==> config.mk <==
export PLATFORM = sky130hd
export DESIGN_NAME = gpio_filt_irq
export DESIGN_NICKNAME = d
export VERILOG_FILES = /design/src/rtl/gpio_filt_pkg.sv /design/src/rtl/gpio_tick_gen.sv /design/src/rtl/gpio_cfg_bank.sv /design/src/rtl/gpio_pin_filter.sv /design/src/rtl/gpio_filt_irq.sv
export SDC_FILE = /design/constraint.sdc
export NUM_CORES = 1
export LEC_CHECK = 0
export ABC_CLOCK_PERIOD_IN_PS = 3200
export CAP_MARGIN = 20
export CELL_PAD_IN_SITES_DETAIL_PLACEMENT = 1
export CELL_PAD_IN_SITES_GLOBAL_PLACEMENT = 1
export CORE_ASPECT_RATIO = 1.4
export CORE_UTILIZATION = 43
export DETAILED_ROUTE_END_ITERATION = 10
export HOLD_SLACK_MARGIN = 0.15
export PLACE_DENSITY = 0.76
export SYNTH_ARGS = -nofsm -noshare
export SYNTH_HDL_FRONTEND = slang
export SYNTH_SLANG_ARGS = --single-unit
export TNS_END_PERCENT = 1
==> constraint.sdc <==
create_clock -name clk_i -period 3.2 [get_ports clk_i]
set_input_delay 0.32 -clock clk_i [delete_from_list [all_inputs] [get_ports clk_i]]
set_output_delay 0.32 -clock clk_i [all_outputs]
set_load 0.01 [all_outputs]
==> src/rtl/gpio_filt_pkg.sv <==
package gpio_filt_pkg;

    localparam int ADDR_W = 6;
    localparam int DATA_W = 32;
    localparam int CFG_W  = 12;
    localparam int SEL_W  = 4;
    localparam int RUN_W  = 4;

    localparam logic [ADDR_W-1:0] ADDR_DATA = 6'h20;
    localparam logic [ADDR_W-1:0] ADDR_CLR  = 6'h21;

    // per-pin configuration word, bit 0 at the bottom
    typedef struct packed {
        logic [SEL_W-1:0] sel;        // [11:8] counter bit used as strobe
        logic [RUN_W-1:0] cnt;        // [7:4]  extra agreeing samples needed
        logic             edge_mode;  // [3]    0 level, 1 rising edge
        logic             irq_en;     // [2]
        logic             inv;        // [1]
        logic             oe;         // [0]
    } pin_cfg_t;

    typedef struct packed {
        logic             sync0;
        logic             sync1;
        logic             filt;
        logic [RUN_W-1:0] run;
        logic             edge_flag;
    } pin_state_t;

endpackage

==> src/rtl/gpio_tick_gen.sv <==
module gpio_tick_gen #(
    parameter int CNT_W = 16
) (
    input  logic             clk_i,
    input  logic             rst_ni,
    output logic [CNT_W-1:0] tick_o
);
    logic [CNT_W-1:0] cnt_d, cnt_q;

    always_comb begin
        cnt_d = cnt_q + CNT_W'(1);
    end

    always_ff @(posedge clk_i or negedge rst_ni) begin
        if (!rst_ni) cnt_q <= '0;
        else         cnt_q <= cnt_d;
    end

    // bit b has just risen when it is 1 and all bits below it are 0
    for (genvar b = 0; b < CNT_W; b++) begin : g_tick
        localparam logic [CNT_W-1:0] LOW_MASK = CNT_W'((64'd1 << b) - 64'd1);
        assign tick_o[b] = cnt_q[b] & ~|(cnt_q & LOW_MASK);
    end
endmodule

==> src/rtl/gpio_cfg_bank.sv <==
module gpio_cfg_bank
    import gpio_filt_pkg::*;
#(
    parameter int NUM_PINS = 20,
    parameter int NUM_IRQ  = 16
) (
    input  logic                         clk_i,
    input  logic                         rst_ni,
    input  logic                         wr_en_i,
    input  logic [ADDR_W-1:0]            addr_i,
    input  logic [DATA_W-1:0]            wdata_i,
    output pin_cfg_t [NUM_PINS-1:0]      cfg_o,
    output logic [NUM_IRQ-1:0]           clr_o
);
    pin_cfg_t [NUM_PINS-1:0] cfg_d, cfg_q;
    logic unused_wdata;

    assign unused_wdata = ^wdata_i[DATA_W-1:CFG_W];

    always_comb begin
        cfg_d = cfg_q;
        clr_o = '0;
        if (wr_en_i) begin
            for (int p = 0; p < NUM_PINS; p++) begin
                if (addr_i == ADDR_W'(p)) begin
                    cfg_d[p] = pin_cfg_t'(wdata_i[CFG_W-1:0]);
                    if (p >= NUM_IRQ) begin
                        cfg_d[p].irq_en    = 1'b0;
                        cfg_d[p].edge_mode = 1'b0;
                    end
                end
            end
            if (addr_i == ADDR_CLR) clr_o = wdata_i[NUM_IRQ-1:0];
        end
    end

    always_ff @(posedge clk_i or negedge rst_ni) begin
        if (!rst_ni) cfg_q <= '0;
        else         cfg_q <= cfg_d;
    end

    assign cfg_o = cfg_q;
endmodule

==> src/rtl/gpio_pin_filter.sv <==
module gpio_pin_filter
    import gpio_filt_pkg::*;
#(
    parameter bit HAS_IRQ = 1'b1
) (
    input  logic     clk_i,
    input  logic     rst_ni,
    input  logic     pin_i,
    input  logic     tick_i,
    input  pin_cfg_t cfg_i,
    input  logic     clr_i,
    output logic     filt_o,
    output logic     irq_o
);
    pin_state_t st_d, st_q;
    logic       smp;
    logic       unused_oe;

    assign unused_oe = cfg_i.oe;

    always_comb begin
        st_d       = st_q;
        st_d.sync0 = pin_i;
        st_d.sync1 = st_q.sync0;
        smp        = st_q.sync1 ^ cfg_i.inv;

        if (tick_i) begin
            if (smp == st_q.filt) begin
                st_d.run = '0;
            end else if (st_q.run >= cfg_i.cnt) begin
                st_d.filt = smp;
                st_d.run  = '0;
            end else begin
                st_d.run = st_q.run + RUN_W'(1);
            end
        end

        if (HAS_IRQ) begin
            if (clr_i) st_d.edge_flag = 1'b0;
            // a new rise wins over a clear in the same cycle
            if (cfg_i.irq_en && cfg_i.edge_mode && st_d.filt && !st_q.filt)
                st_d.edge_flag = 1'b1;
            irq_o = cfg_i.irq_en & (cfg_i.edge_mode ? st_q.edge_flag : st_q.filt);
        end else begin
            st_d.edge_flag = 1'b0;
            irq_o          = 1'b0;
        end
    end

    always_ff @(posedge clk_i or negedge rst_ni) begin
        if (!rst_ni) st_q <= '0;
        else         st_q <= st_d;
    end

    assign filt_o = st_q.filt;
endmodule

==> src/rtl/gpio_filt_irq.sv <==
module gpio_filt_irq
    import gpio_filt_pkg::*;
#(
    parameter int NUM_PINS = 20,
    parameter int NUM_IRQ  = 16,
    parameter int CNT_W    = 16
) (
    input  logic                clk_i,
    input  logic                rst_ni,
    input  logic [NUM_PINS-1:0] pin_i,
    input  logic                wr_en_i,
    input  logic [ADDR_W-1:0]   addr_i,
    input  logic [DATA_W-1:0]   wdata_i,
    output logic [DATA_W-1:0]   rdata_o,
    output logic [NUM_PINS-1:0] filt_o,
    output logic [NUM_PINS-1:0] oe_o,
    output logic [NUM_IRQ-1:0]  irq_o
);
    pin_cfg_t [NUM_PINS-1:0] cfg_all;
    logic [NUM_IRQ-1:0]      clr_vec;
    logic [CNT_W-1:0]        tick_all;

    gpio_tick_gen #(.CNT_W(CNT_W)) i_tick (
        .clk_i  (clk_i),
        .rst_ni (rst_ni),
        .tick_o (tick_all)
    );

    gpio_cfg_bank #(.NUM_PINS(NUM_PINS), .NUM_IRQ(NUM_IRQ)) i_cfg (
        .clk_i   (clk_i),
        .rst_ni  (rst_ni),
        .wr_en_i (wr_en_i),
        .addr_i  (addr_i),
        .wdata_i (wdata_i),
        .cfg_o   (cfg_all),
        .clr_o   (clr_vec)
    );

    for (genvar p = 0; p < NUM_PINS; p++) begin : g_pin
        assign oe_o[p] = cfg_all[p].oe;
        if (p < NUM_IRQ) begin : g_irq
            gpio_pin_filter #(.HAS_IRQ(1'b1)) i_filt (
                .clk_i  (clk_i),
                .rst_ni (rst_ni),
                .pin_i  (pin_i[p]),
                .tick_i (tick_all[cfg_all[p].sel]),
                .cfg_i  (cfg_all[p]),
                .clr_i  (clr_vec[p]),
                .filt_o (filt_o[p]),
                .irq_o  (irq_o[p])
            );
        end else begin : g_noirq
            logic unused_irq;
            gpio_pin_filter #(.HAS_IRQ(1'b0)) i_filt (
                .clk_i  (clk_i),
                .rst_ni (rst_ni),
                .pin_i  (pin_i[p]),
                .tick_i (tick_all[cfg_all[p].sel]),
                .cfg_i  (cfg_all[p]),
                .clr_i  (1'b0),
                .filt_o (filt_o[p]),
                .irq_o  (unused_irq)
            );
        end
    end

    always_comb begin
        rdata_o = '0;
        for (int p = 0; p < NUM_PINS; p++) begin
            if (addr_i == ADDR_W'(p)) rdata_o = DATA_W'(cfg_all[p]);
        end
        if (addr_i == ADDR_DATA) rdata_o = DATA_W'(filt_o);
    end
endmodule

Word level (Yosys, flattened, before mapping)
Index checks and enable logic that the tools add are counted.
{"block": "totals", "reg_bits": 404, "latchBits": 0, "ramBits": 0, "rom_bits": 0, "in_bits": 61, "out_inout_bits": 88, "word_cells": 699, "memories": 0}
{"block": "op_classes", "n_addsub": 21, "n_mul": 0, "n_div": 0, "order_cmp": 40, "eq_ne": 41, "n_shift": 0, "muxes": 199, "bitwise_logic": 55, "n_reduce_logical": 134}
{"operator": "32-bit 2-to-1 mux", "n": 20}
{"operator": "4-bit 2-to-1 mux", "n": 40}
{"operator": "4-bit by 5-bit < comparator with 1-bit output, second input constant", "n": 20}
{"operator": "1-bit 2-to-1 mux", "n": 100}
{"operator": "4-bit by 1-bit adder with 4-bit output, second input constant", "n": 20}
{"operator": "1-bit binary-select mux with 4-bit select", "n": 20}
{"operator": "4-bit >= comparator", "n": 20}
{"operator": "5-bit 2-to-1 mux", "n": 16}
{"operator": "6-bit by 4-bit equality test with 1-bit output, second input constant", "n": 8}
{"operator": "1-bit logical AND", "n": 48}
{"operator": "2-bit AND reduction", "n": 20}
{"operator": "16-bit 2-to-1 mux", "n": 2}
{"operator": "2-bit nonzero test", "n": 16}
{"operator": "1-bit bitwise AND", "n": 31}
{"operator": "1-bit zero test", "n": 31}
{"operator": "6-bit by 3-bit equality test with 1-bit output, second input constant", "n": 4}
{"operator": "6-bit by 5-bit equality test with 1-bit output, second input constant", "n": 4}
{"operator": "1-bit equality test", "n": 20}
{"operator": "1-bit XOR", "n": 20}
{"operator": "16-bit by 1-bit adder with 16-bit output, second input constant", "n": 1}
{"operator": "15-bit OR reduction", "n": 1}
{"operator": "14-bit OR reduction", "n": 1}
{"operator": "13-bit OR reduction", "n": 1}
{"operator": "6-bit by 2-bit equality test with 1-bit output, second input constant", "n": 2}
{"operator": "17 further kinds", "n": 24}

Longest topological paths before layout
{"block": "depth", "word_depth": 22, "depth_mapped": 12, "ltp_nobuf": 8}

Modules after synthesis
Synthesis repeated with hierarchy kept, for this count alone.
{"block": "hier_totals", "cells_unflattened": 2127, "hier_area_um2": 24646.1}
{"module": "gpio_cfg_bank", "instances": 1, "cells_each": 562, "area_each_um2": 9178.8, "seq_area_each_um2": 5805.6}
{"module": "gpio_pin_filter at g_pin[0].g_irq.i_filt ...", "instances": 16, "cells_each": 46, "area_each_um2": 474.2, "seq_area_each_um2": 200.2}
{"module": "gpio_filt_irq", "instances": 1, "cells_each": 584, "area_each_um2": 5139.9, "seq_area_each_um2": 0.0}
{"module": "gpio_pin_filter at g_pin[16].g_noirq.i_filt ...", "instances": 4, "cells_each": 39, "area_each_um2": 447.9, "seq_area_each_um2": 175.2}
{"module": "gpio_tick_gen", "instances": 1, "cells_each": 89, "area_each_um2": 948.4, "seq_area_each_um2": 400.4}

Least setup slack after synthesis
Ideal clock, no wire load.
{"block": "synth_path", "path_kind": "reg2reg", "startpoint": "register i_tick.cnt_q[0]", "endpoint": "register g_pin[10].g_irq.i_filt.st_q (netlist bit g_pin[10].g_irq.i_filt.filt_o)", "setup_ns": 0.127, "arrival_ns": 2.901, "required_ns": 3.073, "path_slack_ns": 0.172, "path_stages_with_launch": 12, "path_buffers": 3, "period_less_slack_ns": 3.028, "path_cell_list": "dfrtp_1 clkbuf_1 clkbuf_1 inv_1 ha_1 or4b_4 nor2_4 buf_4 a311oi_1 a211oi_2 and2b_1 mux2_1"}
{"element": "from (decl)", "line": "gpio_tick_gen.sv:8", "rtl": "logic [CNT_W-1:0] cnt_d, cnt_q;"}
{"element": "from (signal assigned)", "line": "gpio_tick_gen.sv:16", "rtl": "else cnt_q <= cnt_d;"}
{"element": "to (signal assigned)", "line": "gpio_pin_filter.sv:52", "rtl": "else st_q <= st_d;"}
{"element": "to (decl)", "line": "gpio_pin_filter.sv:15", "rtl": "pin_state_t st_d, st_q;"}

Worst setup path in the final report
{"block": "layout_path", "startpoint": "register i_cfg.cfg_q (netlist bit i_cfg.cfg_o[47])", "endpoint": "output rdata_o[11]"}
{"block": "layout_between", "elab_chain_len": 18}
{"element": "from (decl)", "line": "gpio_cfg_bank.sv:15", "rtl": "pin_cfg_t [NUM_PINS-1:0] cfg_d, cfg_q;"}
{"element": "from (signal assigned)", "line": "gpio_cfg_bank.sv:39", "rtl": "else cfg_q <= cfg_d;"}
{"element": "32-bit 2-to-1 mux (17 in series)", "line": "gpio_filt_irq.sv:70", "rtl": "if (addr_i == ADDR_W'(p)) rdata_o = DATA_W'(cfg_all[p]);"}
{"element": "32-bit 2-to-1 mux", "line": "gpio_filt_irq.sv:72", "rtl": "if (addr_i == ADDR_DATA) rdata_o = DATA_W'(filt_o);"}
{"element": "to (decl)", "line": "gpio_filt_irq.sv:14", "rtl": "output logic [DATA_W-1:0] rdata_o,"}
Every way passes these cells.

==> impl_metrics.json <==
{
  "run_status": "finished, violations left",
  "violations": "negative setup slack",
  "grt_max_degree": 86,
  "cts_buffers": 43,
  "fin_crit_ns": 3.35,
  "ioPinCount": 149,
  "synth-edff-count": 0,
  "wl_mm": 99.2,
  "fin_cells": 3661,
  "viasPerCell": 6.19,
  "skew_ns": 0.0283,
  "cts_tree": "yes",
  "clk_latency_ns": 0.58,
  "synth_area_leaders": "dfrtp_1 (39%), mux2_2 (9.9%), ha_1 (4.9%)",
  "slew_violations": 0,
  "critPathArrivalTime_ns": 3.03,
  "die_area_um2": 61800,
  "yosysTopAreaCellShare_pct": 38.7,
  "grt_pass1_wl_mm": 152,
  "timing.slew.headroom_pct": 22.7,
  "track_usage_pct": 32.5,
  "powerDensity_nw_per_um2": 584,
  "initialDrtViolationCount": 1415,
  "drtPass1Iterations": 6,
  "hold_ws_ns": 0.171,
  "row_count": 106,
  "dp_cells": 3584,
  "async_reset_ff_share_pct": 100,
  "tightest_slew_ns": 1.16,
  "worst_slack_ns": -0.147,
  "worstPathRequired_ns": 2.88,
  "cts_sinks": 404,
  "place_ws_ns": -0.668,
  "period_share_pct": 105,
  "rsz0062_at_grt": "true",
  "synth_commonest_cells": "dfrtp_1 (404), mux2_2 (229), nand2_1 (190)",
  "yosys.area.top_type": "dfrtp_1",
  "setup_viol": 3,
  "antenna_left": 0,
  "cts_max_path_buffers": 3,
  "area_growth_pct": 16.9,
  "cp-start-kind": "flop",
  "clk_pin_slew_worst_paths_ns": 0.06,
  "place_area_um2": 29000,
  "vias": 22700,
  "cp_slowest_cell": "mux4_2",
  "dpl.hpwl_mm": 73.2,
  "grt_pass1_vias": 24500,
  "start_util_pct": 43.6,
  "peakVddDrop_mv": 0.439,
  "antenna_found_initial": 3,
  "synthDistinctLibCells": 92,
  "place_congestion": 0.947,
  "syn-cell-area_um2": 26100,
  "final.setup.tns_ns": -0.326,
  "cts-root-buf": "clkbuf_16",
  "fp.dieH_um": 294,
  "ctsHtreeMaxLevel": 2,
  "ys_seq_area_share_pct": 38.7,
  "port-buffer-count": 120,
  "die_w_um": 210,
  "critPathMaxFanout": 5,
  "synth.most_common_cell": "dfrtp_1",
  "ys_ff_latch": 404,
  "fillers": 6678,
  "synth_cells": 2681,
  "cpPeakStageDelay_ns": 0.56,
  "final_nets": 2986,
  "critPathKind": "reg -> out",
  "synth_top_flop_cell": "dfrtp_1",
  "static-leakage-power_nw": 13.4,
  "utilization_pct": 51.0,
  "p_total_mw": 17.8,
  "syn_avg_cell_area_um2": 9.75,
  "fmax_mhz": 299,
  "end_kind": "output port",
  "gr-total-overflow": 0,
  "avgRoutedWirePerCell_um": 27.1,
  "min_path_type": "in -> reg",
  "cap_viol_max_count": 0,
  "path_cells": "mux4_2 -> nand2_1 -> a211oi_1 -> or4_1 -> a221o_1 -> dlygate4sd2_1",
  "post_route_cells_drive_above_1_share_pct": 21.3,
  "core_area_um2": 59900,
  "remaining_drc_errors": 0,
  "final_cell_area_um2": 30500,
  "ys_warn_count": 0,
  "hold_viol_final": 0
}
[state kept, by name, summed over array words and instances (netlist names)]
name                         flops
g_pin.g_noirq.i_filt.filt_o      4
i_tick.cnt_q                    16
g_pin.g_noirq.i_filt.st_d        4
g_pin.g_noirq.i_filt.st_q       20
g_pin.g_irq.i_filt.st_d         16
g_pin.g_irq.i_filt.filt_o       16
i_cfg.cfg_o                    232
g_pin.g_irq.i_filt.st_q         96
[repair_timing]
item | in CTS | in global routing
hold buffers | 1 | 0
setup buffers | 2 | 0
endpoints found under the hold margin | 76 | 0
setup endpoints to repair | 16 | 20
resized for setup | 45 | 10
pin swaps | 7 | 1
[cell type report]
class	count	area, um2	share of cell area [%]
antenna	2	5.00	0.0164
clock buffer	58	1200	3.94
clock inverter	14	196	0.643
inverter	128	480	1.57
multi-input combinational	1906	14400	47.3
sequential	404	10100	33.1
tap	810	1010	3.32
timing repair buffer	339	3090	10.1
[critical path: cells and delay by family, from the launching register on]
family	cells	cell delay, ns
AO/OA/AOI/OAI	2	0.51
buffers and inverters	1	0.31
flip-flops	1	0.44
multiplexers	1	0.56
AND/OR/NAND/NOR	2	0.64
[kinds of logic after synthesis]
kind of cell / share of synthesized area (%)
multiplexers: 14.2
adder cells (fa/ha/maj): 4.93
flip-flops: 38.7
other: 0.0144
AND/OR/NAND/NOR: 17.0
buffers and inverters: 6.73
XOR/XNOR: 1.81
AO/OA/AOI/OAI: 16.6
[path summary, 6_finish.rpt]
| kind | start | cells after the start | slack [ns] | endpoint |
|---|---|---|---|---|
| setup reg to reg | i_tick.cnt_q[1] | 10 | 0.06 | g_pin[0].g_irq.i_filt.filt_o |
| max in group asynchronous | rst_ni | 3 | 1.90 | i_cfg.cfg_o[237] |
| hold reg to reg | g_pin[11].g_irq.i_filt.st_d[6] | 0 | 0.35 | g_pin[11].g_irq.i_filt.st_q[6] |
| min in group asynchronous | rst_ni | 2 | 0.36 | i_cfg.cfg_o[23] |
| hold / removal | pin_i[0] | 1 | 0.17 | g_pin[0].g_irq.i_filt.st_d[6] |
| setup / recovery | i_cfg.cfg_o[47] | 6 | -0.15 | rdata_o[11] |
[per-layer routing]
metal | track usage [%] | share of wire, % | wire length (um) | up-vias
met5 | 0 | 0.040 | 40 | -
met3 | 4.75 | 4.9 | 4830 | 314
met4 | 19.8 | 6.5 | 6460 | 6
li1 | - | - | - | 9908
met2 | 56.3 | 50 | 49300 | 706
met1 | 37.7 | 39 | 38600 | 11700
[cells in the final DEF, fill, tap and decap left out, types with 26 or more instances in the layout]
cell type	count
dfrtp_1	402
mux2_2	229
buf_4	199
nand2_1	190
o21ai_0	156
inv_1	128
nor2b_1	115
nand2b_1	105
clkdlybuf4s50_1	103
ha_1	102
a21oi_1	93
nor2_1	91
nand3_1	82
mux2i_1	68
clkbuf_16	43
xor2_1	37
o211ai_1	36
a211oi_1	36
nand3b_1	35
o31ai_1	32
and3b_1	31
nor3_1	30
a21o_1	26
[power breakdown]
group | switching, mW | internal (mW) | leakage (nW) | total, mW
registers | 1.41 | 5.95 | 5.17 | 7.36
logic | 2.85 | 2.51 | 7.54 | 5.36
clock network | 2.18 | 2.95 | 0.692 | 5.13
Note: power is estimated with default switching activity, not from simulation.
